**src/rtl/dma_pkg.sv**
```systemverilog
package dma_pkg;

    typedef enum logic [2:0] {
        ST_IDLE,
        ST_ARM,
        ST_GRANT,
        ST_ACCESS,
        ST_RDATA,
        ST_HOLD
    } dma_state_e;

    localparam logic [1:0] REG_ADDR  = 2'd0;
    localparam logic [1:0] REG_COUNT = 2'd1;
    localparam logic [1:0] REG_CTRL  = 2'd2;
    localparam logic [1:0] REG_STAT  = 2'd3;

    localparam int CTRL_DIR   = 0;
    localparam int CTRL_BURST = 1;
    localparam int CTRL_GO    = 2;
    localparam int STAT_IRQ   = 0;
    localparam int STAT_BUSY  = 1;

endpackage

```
**src/rtl/dma_regs.sv**
```systemverilog
module dma_regs
    import dma_pkg::*;
#(
    parameter int AW = 16,
    parameter int CW = 8
) (
    input  logic          clk,
    input  logic          rst_n,
    input  logic          cfg_sel,
    input  logic          cfg_wr,
    input  logic [1:0]    cfg_addr,
    input  logic [AW-1:0] cfg_wdata,
    output logic [AW-1:0] cfg_rdata,
    input  logic          bus_grant,
    input  logic          busy,
    input  logic          step,
    input  logic          done_set,
    output logic [AW-1:0] addr_q,
    output logic [CW-1:0] cnt_q,
    output logic          dir_q,
    output logic          burst_q,
    output logic          start_pulse,
    output logic          irq_q
);

    logic wr_ok;
    logic irq_clr;

    // The processor may write only while it owns the bus.
    assign wr_ok       = cfg_sel && cfg_wr && !bus_grant;
    assign start_pulse = wr_ok && (cfg_addr == REG_CTRL) && cfg_wdata[CTRL_GO] && !busy;
    assign irq_clr     = wr_ok && (cfg_addr == REG_STAT) && cfg_wdata[STAT_IRQ];

    always_ff @(posedge clk) begin
        if (!rst_n) begin
            addr_q  <= '0;
            cnt_q   <= '0;
            dir_q   <= 1'b0;
            burst_q <= 1'b0;
            irq_q   <= 1'b0;
        end else begin
            if (step) begin
                addr_q <= addr_q + AW'(1);
                cnt_q  <= cnt_q - CW'(1);
            end else if (wr_ok && !busy) begin
                if (cfg_addr == REG_ADDR)  addr_q <= cfg_wdata;
                if (cfg_addr == REG_COUNT) cnt_q  <= cfg_wdata[CW-1:0];
                if (cfg_addr == REG_CTRL) begin
                    dir_q   <= cfg_wdata[CTRL_DIR];
                    burst_q <= cfg_wdata[CTRL_BURST];
                end
            end
            if (done_set)     irq_q <= 1'b1;
            else if (irq_clr) irq_q <= 1'b0;
        end
    end

    always_comb begin
        cfg_rdata = '0;
        if (cfg_sel && !bus_grant) begin
            case (cfg_addr)
                REG_ADDR:  cfg_rdata = addr_q;
                REG_COUNT: cfg_rdata[CW-1:0] = cnt_q;
                REG_CTRL: begin
                    cfg_rdata[CTRL_DIR]   = dir_q;
                    cfg_rdata[CTRL_BURST] = burst_q;
                end
                default: begin
                    cfg_rdata[STAT_IRQ]  = irq_q;
                    cfg_rdata[STAT_BUSY] = busy;
                end
            endcase
        end
    end


    addr_step_chk: assert property (@(posedge clk) disable iff (!rst_n)
        step |=> (addr_q == $past(addr_q) + AW'(1)) && (cnt_q == $past(cnt_q) - CW'(1)));


    blocked_write_chk: assert property (@(posedge clk) disable iff (!rst_n)
        (cfg_sel && cfg_wr && bus_grant && !step) |=> $stable(addr_q) && $stable(cnt_q));


    irq_sticky_chk: assert property (@(posedge clk) disable iff (!rst_n)
        (irq_q && !irq_clr) |=> irq_q);

endmodule

```
**src/rtl/dma_seq.sv**
```systemverilog
module dma_seq
    import dma_pkg::*;
#(
    parameter int CW = 8
) (
    input  logic          clk,
    input  logic          rst_n,
    input  logic          start_pulse,
    input  logic [CW-1:0] cnt_q,
    input  logic          dir_q,
    input  logic          burst_q,
    input  logic          per_req,
    input  logic          bus_grant,
    output logic          bus_req,
    output logic          mem_rd,
    output logic          mem_wr,
    output logic          per_ack,
    output logic          step,
    output logic          done_set,
    output logic          busy
);

    dma_state_e st, nxt, after_word;
    logic last;
    logic word_end;
    logic zero_start;

    assign last       = (cnt_q == CW'(1));
    assign zero_start = (st == ST_IDLE) && start_pulse && (cnt_q == '0);

    always_comb begin
        if (last)          after_word = ST_IDLE;
        else if (!burst_q) after_word = ST_ARM;
        else if (per_req)  after_word = ST_ACCESS;
        else               after_word = ST_HOLD;
    end

    always_comb begin
        nxt = st;
        unique case (st)
            ST_IDLE:   if (start_pulse && (cnt_q != '0)) nxt = ST_ARM;
            ST_ARM:    if (per_req) nxt = ST_GRANT;
            ST_GRANT:  if (bus_grant) nxt = ST_ACCESS;
            ST_ACCESS: nxt = dir_q ? ST_RDATA : after_word;
            ST_RDATA:  nxt = after_word;
            ST_HOLD:   if (per_req && bus_grant) nxt = ST_ACCESS;
            default:   nxt = ST_IDLE;
        endcase
    end

    always_ff @(posedge clk) begin
        if (!rst_n) st <= ST_IDLE;
        else        st <= nxt;
    end

    always_comb begin
        bus_req  = (st == ST_GRANT) || (st == ST_ACCESS) || (st == ST_RDATA) || (st == ST_HOLD);
        mem_wr   = (st == ST_ACCESS) && !dir_q;
        mem_rd   = (st == ST_ACCESS) && dir_q;
        word_end = ((st == ST_ACCESS) && !dir_q) || (st == ST_RDATA);
        per_ack  = word_end;
        step     = word_end;
        done_set = (word_end && last) || zero_start;
        busy     = (st != ST_IDLE);
    end


    strobe_grant_chk: assert property (@(posedge clk) disable iff (!rst_n)
        (mem_rd || mem_wr) |-> bus_grant);


    req_after_periph_chk: assert property (@(posedge clk) disable iff (!rst_n)
        $rose(bus_req) |-> $past(per_req));


    read_then_ack_chk: assert property (@(posedge clk) disable iff (!rst_n)
        mem_rd |=> (per_ack && !mem_rd));


    steal_release_chk: assert property (@(posedge clk) disable iff (!rst_n)
        (per_ack && !burst_q) |=> !bus_req);


    burst_hold_chk: assert property (@(posedge clk) disable iff (!rst_n)
        (bus_req && burst_q && !(per_ack && last)) |=> bus_req);


    block_end_chk: assert property (@(posedge clk) disable iff (!rst_n)
        (per_ack && last) |=> (!bus_req && !busy));


    zero_count_chk: assert property (@(posedge clk) disable iff (!rst_n)
        zero_start |=> (!busy && !bus_req));

endmodule

```
**src/rtl/blk_dma_ctrl.sv**
```systemverilog
module blk_dma_ctrl
    import dma_pkg::*;
#(
    parameter int AW = 16,
    parameter int DW = 16,
    parameter int CW = 8
) (
    input  logic          clk,
    input  logic          rst_n,
    input  logic          cfg_sel,
    input  logic          cfg_wr,
    input  logic [1:0]    cfg_addr,
    input  logic [AW-1:0] cfg_wdata,
    output logic [AW-1:0] cfg_rdata,
    output logic          bus_req,
    input  logic          bus_grant,
    output logic [AW-1:0] mem_addr,
    output logic          mem_rd,
    output logic          mem_wr,
    output logic [DW-1:0] mem_wdata,
    input  logic [DW-1:0] mem_rdata,
    input  logic          per_req,
    output logic          per_ack,
    input  logic [DW-1:0] per_wdata,
    output logic [DW-1:0] per_rdata,
    output logic          irq
);

    logic [AW-1:0] addr_q;
    logic [CW-1:0] cnt_q;
    logic dir_q, burst_q, start_pulse;
    logic step, done_set, busy;

    dma_regs #(.AW(AW), .CW(CW)) u_regs (
        .clk        (clk),
        .rst_n      (rst_n),
        .cfg_sel    (cfg_sel),
        .cfg_wr     (cfg_wr),
        .cfg_addr   (cfg_addr),
        .cfg_wdata  (cfg_wdata),
        .cfg_rdata  (cfg_rdata),
        .bus_grant  (bus_grant),
        .busy       (busy),
        .step       (step),
        .done_set   (done_set),
        .addr_q     (addr_q),
        .cnt_q      (cnt_q),
        .dir_q      (dir_q),
        .burst_q    (burst_q),
        .start_pulse(start_pulse),
        .irq_q      (irq)
    );

    dma_seq #(.CW(CW)) u_seq (
        .clk        (clk),
        .rst_n      (rst_n),
        .start_pulse(start_pulse),
        .cnt_q      (cnt_q),
        .dir_q      (dir_q),
        .burst_q    (burst_q),
        .per_req    (per_req),
        .bus_grant  (bus_grant),
        .bus_req    (bus_req),
        .mem_rd     (mem_rd),
        .mem_wr     (mem_wr),
        .per_ack    (per_ack),
        .step       (step),
        .done_set   (done_set),
        .busy       (busy)
    );

    assign mem_addr  = addr_q;
    assign mem_wdata = per_wdata;
    assign per_rdata = mem_rdata;

endmodule

```
**config.mk**
```make
export PLATFORM = sky130hd
export DESIGN_NAME = blk_dma_ctrl
export DESIGN_NICKNAME = d
export VERILOG_FILES = /design/src/rtl/dma_pkg.sv /design/src/rtl/dma_regs.sv /design/src/rtl/dma_seq.sv /design/src/rtl/blk_dma_ctrl.sv
export SDC_FILE = /design/constraint.sdc
export NUM_CORES = 1
export LEC_CHECK = 0
export BUFFER_PORTS_ARGS = -buffer_cell sky130_fd_sc_hd__buf_2
export CELL_PAD_IN_SITES_DETAIL_PLACEMENT = 0
export CELL_PAD_IN_SITES_GLOBAL_PLACEMENT = 1
export CORE_UTILIZATION = 33
export CTS_CLUSTER_SIZE = 8
export DETAILED_ROUTE_END_ITERATION = 8
export PLACE_DENSITY = 0.94
export SLEW_MARGIN = 15
export SYNTH_ARGS = -nofsm -noshare
export SYNTH_HDL_FRONTEND = slang
export SYNTH_SLANG_ARGS = --single-unit
```
**constraint.sdc**
```tcl
create_clock -name clk -period 3 [get_ports clk]
set_clock_uncertainty 0.1 [all_clocks]
set_input_delay 0.45 -clock clk [delete_from_list [all_inputs] [get_ports clk]]
set_output_delay 0.45 -clock clk [all_outputs]
set_load 0.05 [all_outputs]
```
==> results.cfg <==
[cts]
h-tree-depth = 2
clockRootBuffer = clkbuf_8
cts_tree = built
clockBufferDepth = 2
cts.sinks = 30
path_clk_slew_ps = 60
numCtsBuffers = 5
insertion_delay_ps = 280
cts_setup_buffers = 0

[sta]
fmax_mhz = 377
setup_ws_ps = 346
finalHoldViolCount = 0
setup_viol = 0
tns_ps = 0
grt_setup_unrepaired = no
maxSlewHeadroom = 0.501
min_period_ps = 2650
finalMaxSlewViolations = 0
finalCritPeriodShare = 0.885
worst_slew_pin_slew_ps = 738

[critical_path]
cp.arrival_ps = 2100
worstSetupEndpointType = primary output
critPathMaxFanout = 17
path_class = flip-flop to primary output
required_ps = 2450
start_kind = flip-flop

[drt]
drc = 10
first_iter_violations = 214
ant_nets = 0
wl_per_cell_um = 16.2
routed_wl_um = 6310
vias_per_cell = 5.71
drtPass1Iterations = 7
vias = 2228

[power_and_ir_drop]
power_frac_comb = 0.109
ir_drop_uv = 157
p_int_uw = 610
netSwitchingFraction = 0.256
power_frac_seq = 0.502
switchingPower_uw = 210
powerDensity_nw_per_um2 = 339
finalPower_uw = 819
p_leak_nw = 1.04
pwr-share-clk = 0.390

[synthesis]
synth_area_leaders = dfxtp_1 (27%), buf_4 (11%), nand2_1 (4.5%)
synthArstFlopShare = 0
synth_area_per_cell_um2 = 7.66
yosys.area.top_type_share = 0.268
synth_area_um2 = 2240
syn_inst = 293
ys_ff_latch = 30
synth_cell_types = 52
yosysWarnings = 0
synth-main-ff-cell = dfxtp_1
synth_edf_count = 0
synth_top_cell_by_area = dfxtp_1
mappedNetlistNets = 353
ys_seq_area_frac = 0.268

[grt]
antenna_found_initial = 0
grt_pass1_wl_um = 10100
overflow = 0
grt_pass1_vias = 2010
grt_start_max_net_pins = 26
track_usage = 0.177

[final_layout]
antennaDiodeCount = 0
final_nets = 374
drive_above_1_share = 0.240
syn_to_final_growth_pct = 7.69
postLayoutCellArea_um2 = 2420

[placement]
dp_hpwl_um = 4610
gp_congestion = 0.908
io_buffers = 60
placed_cell_area_um2 = 2330
place_ws_ps = 388

[run]
cap_violations = 0

[worst_hold_path]
hold_class = input port to flip-flop

[floorplanning]
die_w_um = 84.5
core_area_um2 = 6460
die_area_um2 = 7140
die_h_um = 84.5
rows = 29
start_util = 0.348
ios = 125

[outcome]
failed_checks = DRC
status = finished with violations
## through the flow
stage	utilization	hold slack (ps)	cells
after global routing	0.374	341	390
after floorplan	-	389	293
after detailed placement	0.361	426	384
after global placement	0.361	414	384
after CTS	0.374	334	390
final	0.374	336	390
## path summary, 6_finish.rpt
check | startpoint | end | slack (ps) | cells past startpoint
setup / recovery | u_seq.st[2] | per_ack | 350 | 4
hold reg to reg | u_regs.addr_q[15] | u_regs.addr_q[15] | 430 | 2
hold / removal | cfg_wdata[13] | u_regs.addr_q[13] | 340 | 3
setup reg to reg | u_seq.st[2] | u_regs.addr_q[11] | 590 | 6
## repair_timing
item                       4_1_cts  5_1_grt
resized for setup                0        1
hold buffers                     0        0
setup endpoints to repair        0        1
## power by group through the flow
| stage | combinational [mW] | sequential [mW] | clock, mW |
|---|---|---|---|
| 3_5_place_dp | 0.0879 | 0.420 | 0 |
| 2_1_floorplan | 0.157 | 0.429 | 0 |
| 5_1_grt | 0.0958 | 0.412 | 0.343 |
| 3_3_place_gp | 0.0871 | 0.420 | 0 |
| 4_1_cts | 0.0884 | 0.411 | 0.326 |
| 6_report | 0.0889 | 0.411 | 0.319 |
## sequential cells by signal, indices dropped and copies added, names as in the netlist
signal and cells:
u_regs.addr_q 16, u_regs.burst_q 1, u_regs.cnt_q 8, u_regs.dir_q 1, u_regs.irq_q 1, u_seq.st 3
## final cells by class
class / count / area (um2)
Clock buffer: 6 / 82.6
Fill cell: 688 / 4040
Inverter: 11 / 42.5
Multi-Input combinational cell: 205 / 1290
Sequential cell: 30 / 601
Tap cell: 77 / 96.3
Timing Repair Buffer: 61 / 308
## cells by family (layout without fill, tap and decap cells)
logic type,after synthesis,count (layout),share of synthesized area
and+or+nand+nor,116,116,0.268
AOI/OAI and AO/OA,73,73,0.226
buffers and inverters,58,78,0.159
DFF,30,30,0.268
muxes,9,9,0.0457
adders and majority gates,4,4,0.0223
xor gates and xnor gates,3,3,0.0117
## worst max-delay path: stages, from the launching register on
cell      delay [ps]
dfxtp_1          530
or3b_4           450
and2_2           320
clkinv_2         220
buf_2            300
## placed cells by master, fill, tap and decap left out, drive strengths merged, types with 2 or more instances in the layout
| cell type | Yosys | routed |
|---|---|---|
| a211oi | 7 | 7 |
| a21o | 2 | 2 |
| a21oi | 13 | 13 |
| a221oi | 2 | 2 |
| a2bb2oi | 3 | 3 |
| a31oi | 9 | 9 |
| a32oi | 4 | 4 |
| and2 | 11 | 11 |
| and3 | 7 | 7 |
| buf | 39 | 61 |
| clkbuf | 8 | 6 |
| dfxtp | 30 | 30 |
| ha | 4 | 4 |
| inv | 10 | 10 |
| mux2i | 8 | 8 |
| nand2 | 27 | 27 |
| nand2b | 5 | 5 |
| nand3 | 10 | 10 |
| nand4 | 9 | 9 |
| nor2 | 25 | 25 |
| nor2b | 3 | 3 |
| nor3 | 6 | 6 |
| nor4 | 3 | 3 |
| o211ai | 4 | 4 |
| o21a | 4 | 4 |
| o21ai | 11 | 11 |
| o22ai | 2 | 2 |
| o311ai | 3 | 3 |
| or3 | 5 | 5 |
| xor2 | 2 | 2 |
## synth_stat cells, types with 2 or more instances
library cell / number
mux2i_1: 8
nor2b_1: 3
nand2b_1: 5
ha_1: 4
inv_1: 9
buf_2: 3
o311ai_0: 3
nor3_1: 5
clkbuf_1: 8
a2bb2oi_1: 3
nand3_1: 10
a31oi_1: 9
nand2_1: 27
dfxtp_1: 30
nand4_1: 9
and2_1: 11
nor2_1: 25
buf_4: 34
a221oi_1: 2
o21ai_0: 11
a21oi_1: 13
a21o_1: 2
or3_1: 5
nor4_1: 3
o22ai_1: 2
a32oi_1: 4
xor2_1: 2
and3_1: 7
o21a_1: 4
a211oi_1: 7
o211ai_1: 4
## per-layer routing
layer	wire length, um	vias up	GRT usage
li1	-	1076	-
met1	2910	1039	0.247
met2	2840	100	0.267
met3	453	13	0.0374
met4	110	0	0.0678
met5	0	-	0
(Power assumes the default switching activity.)
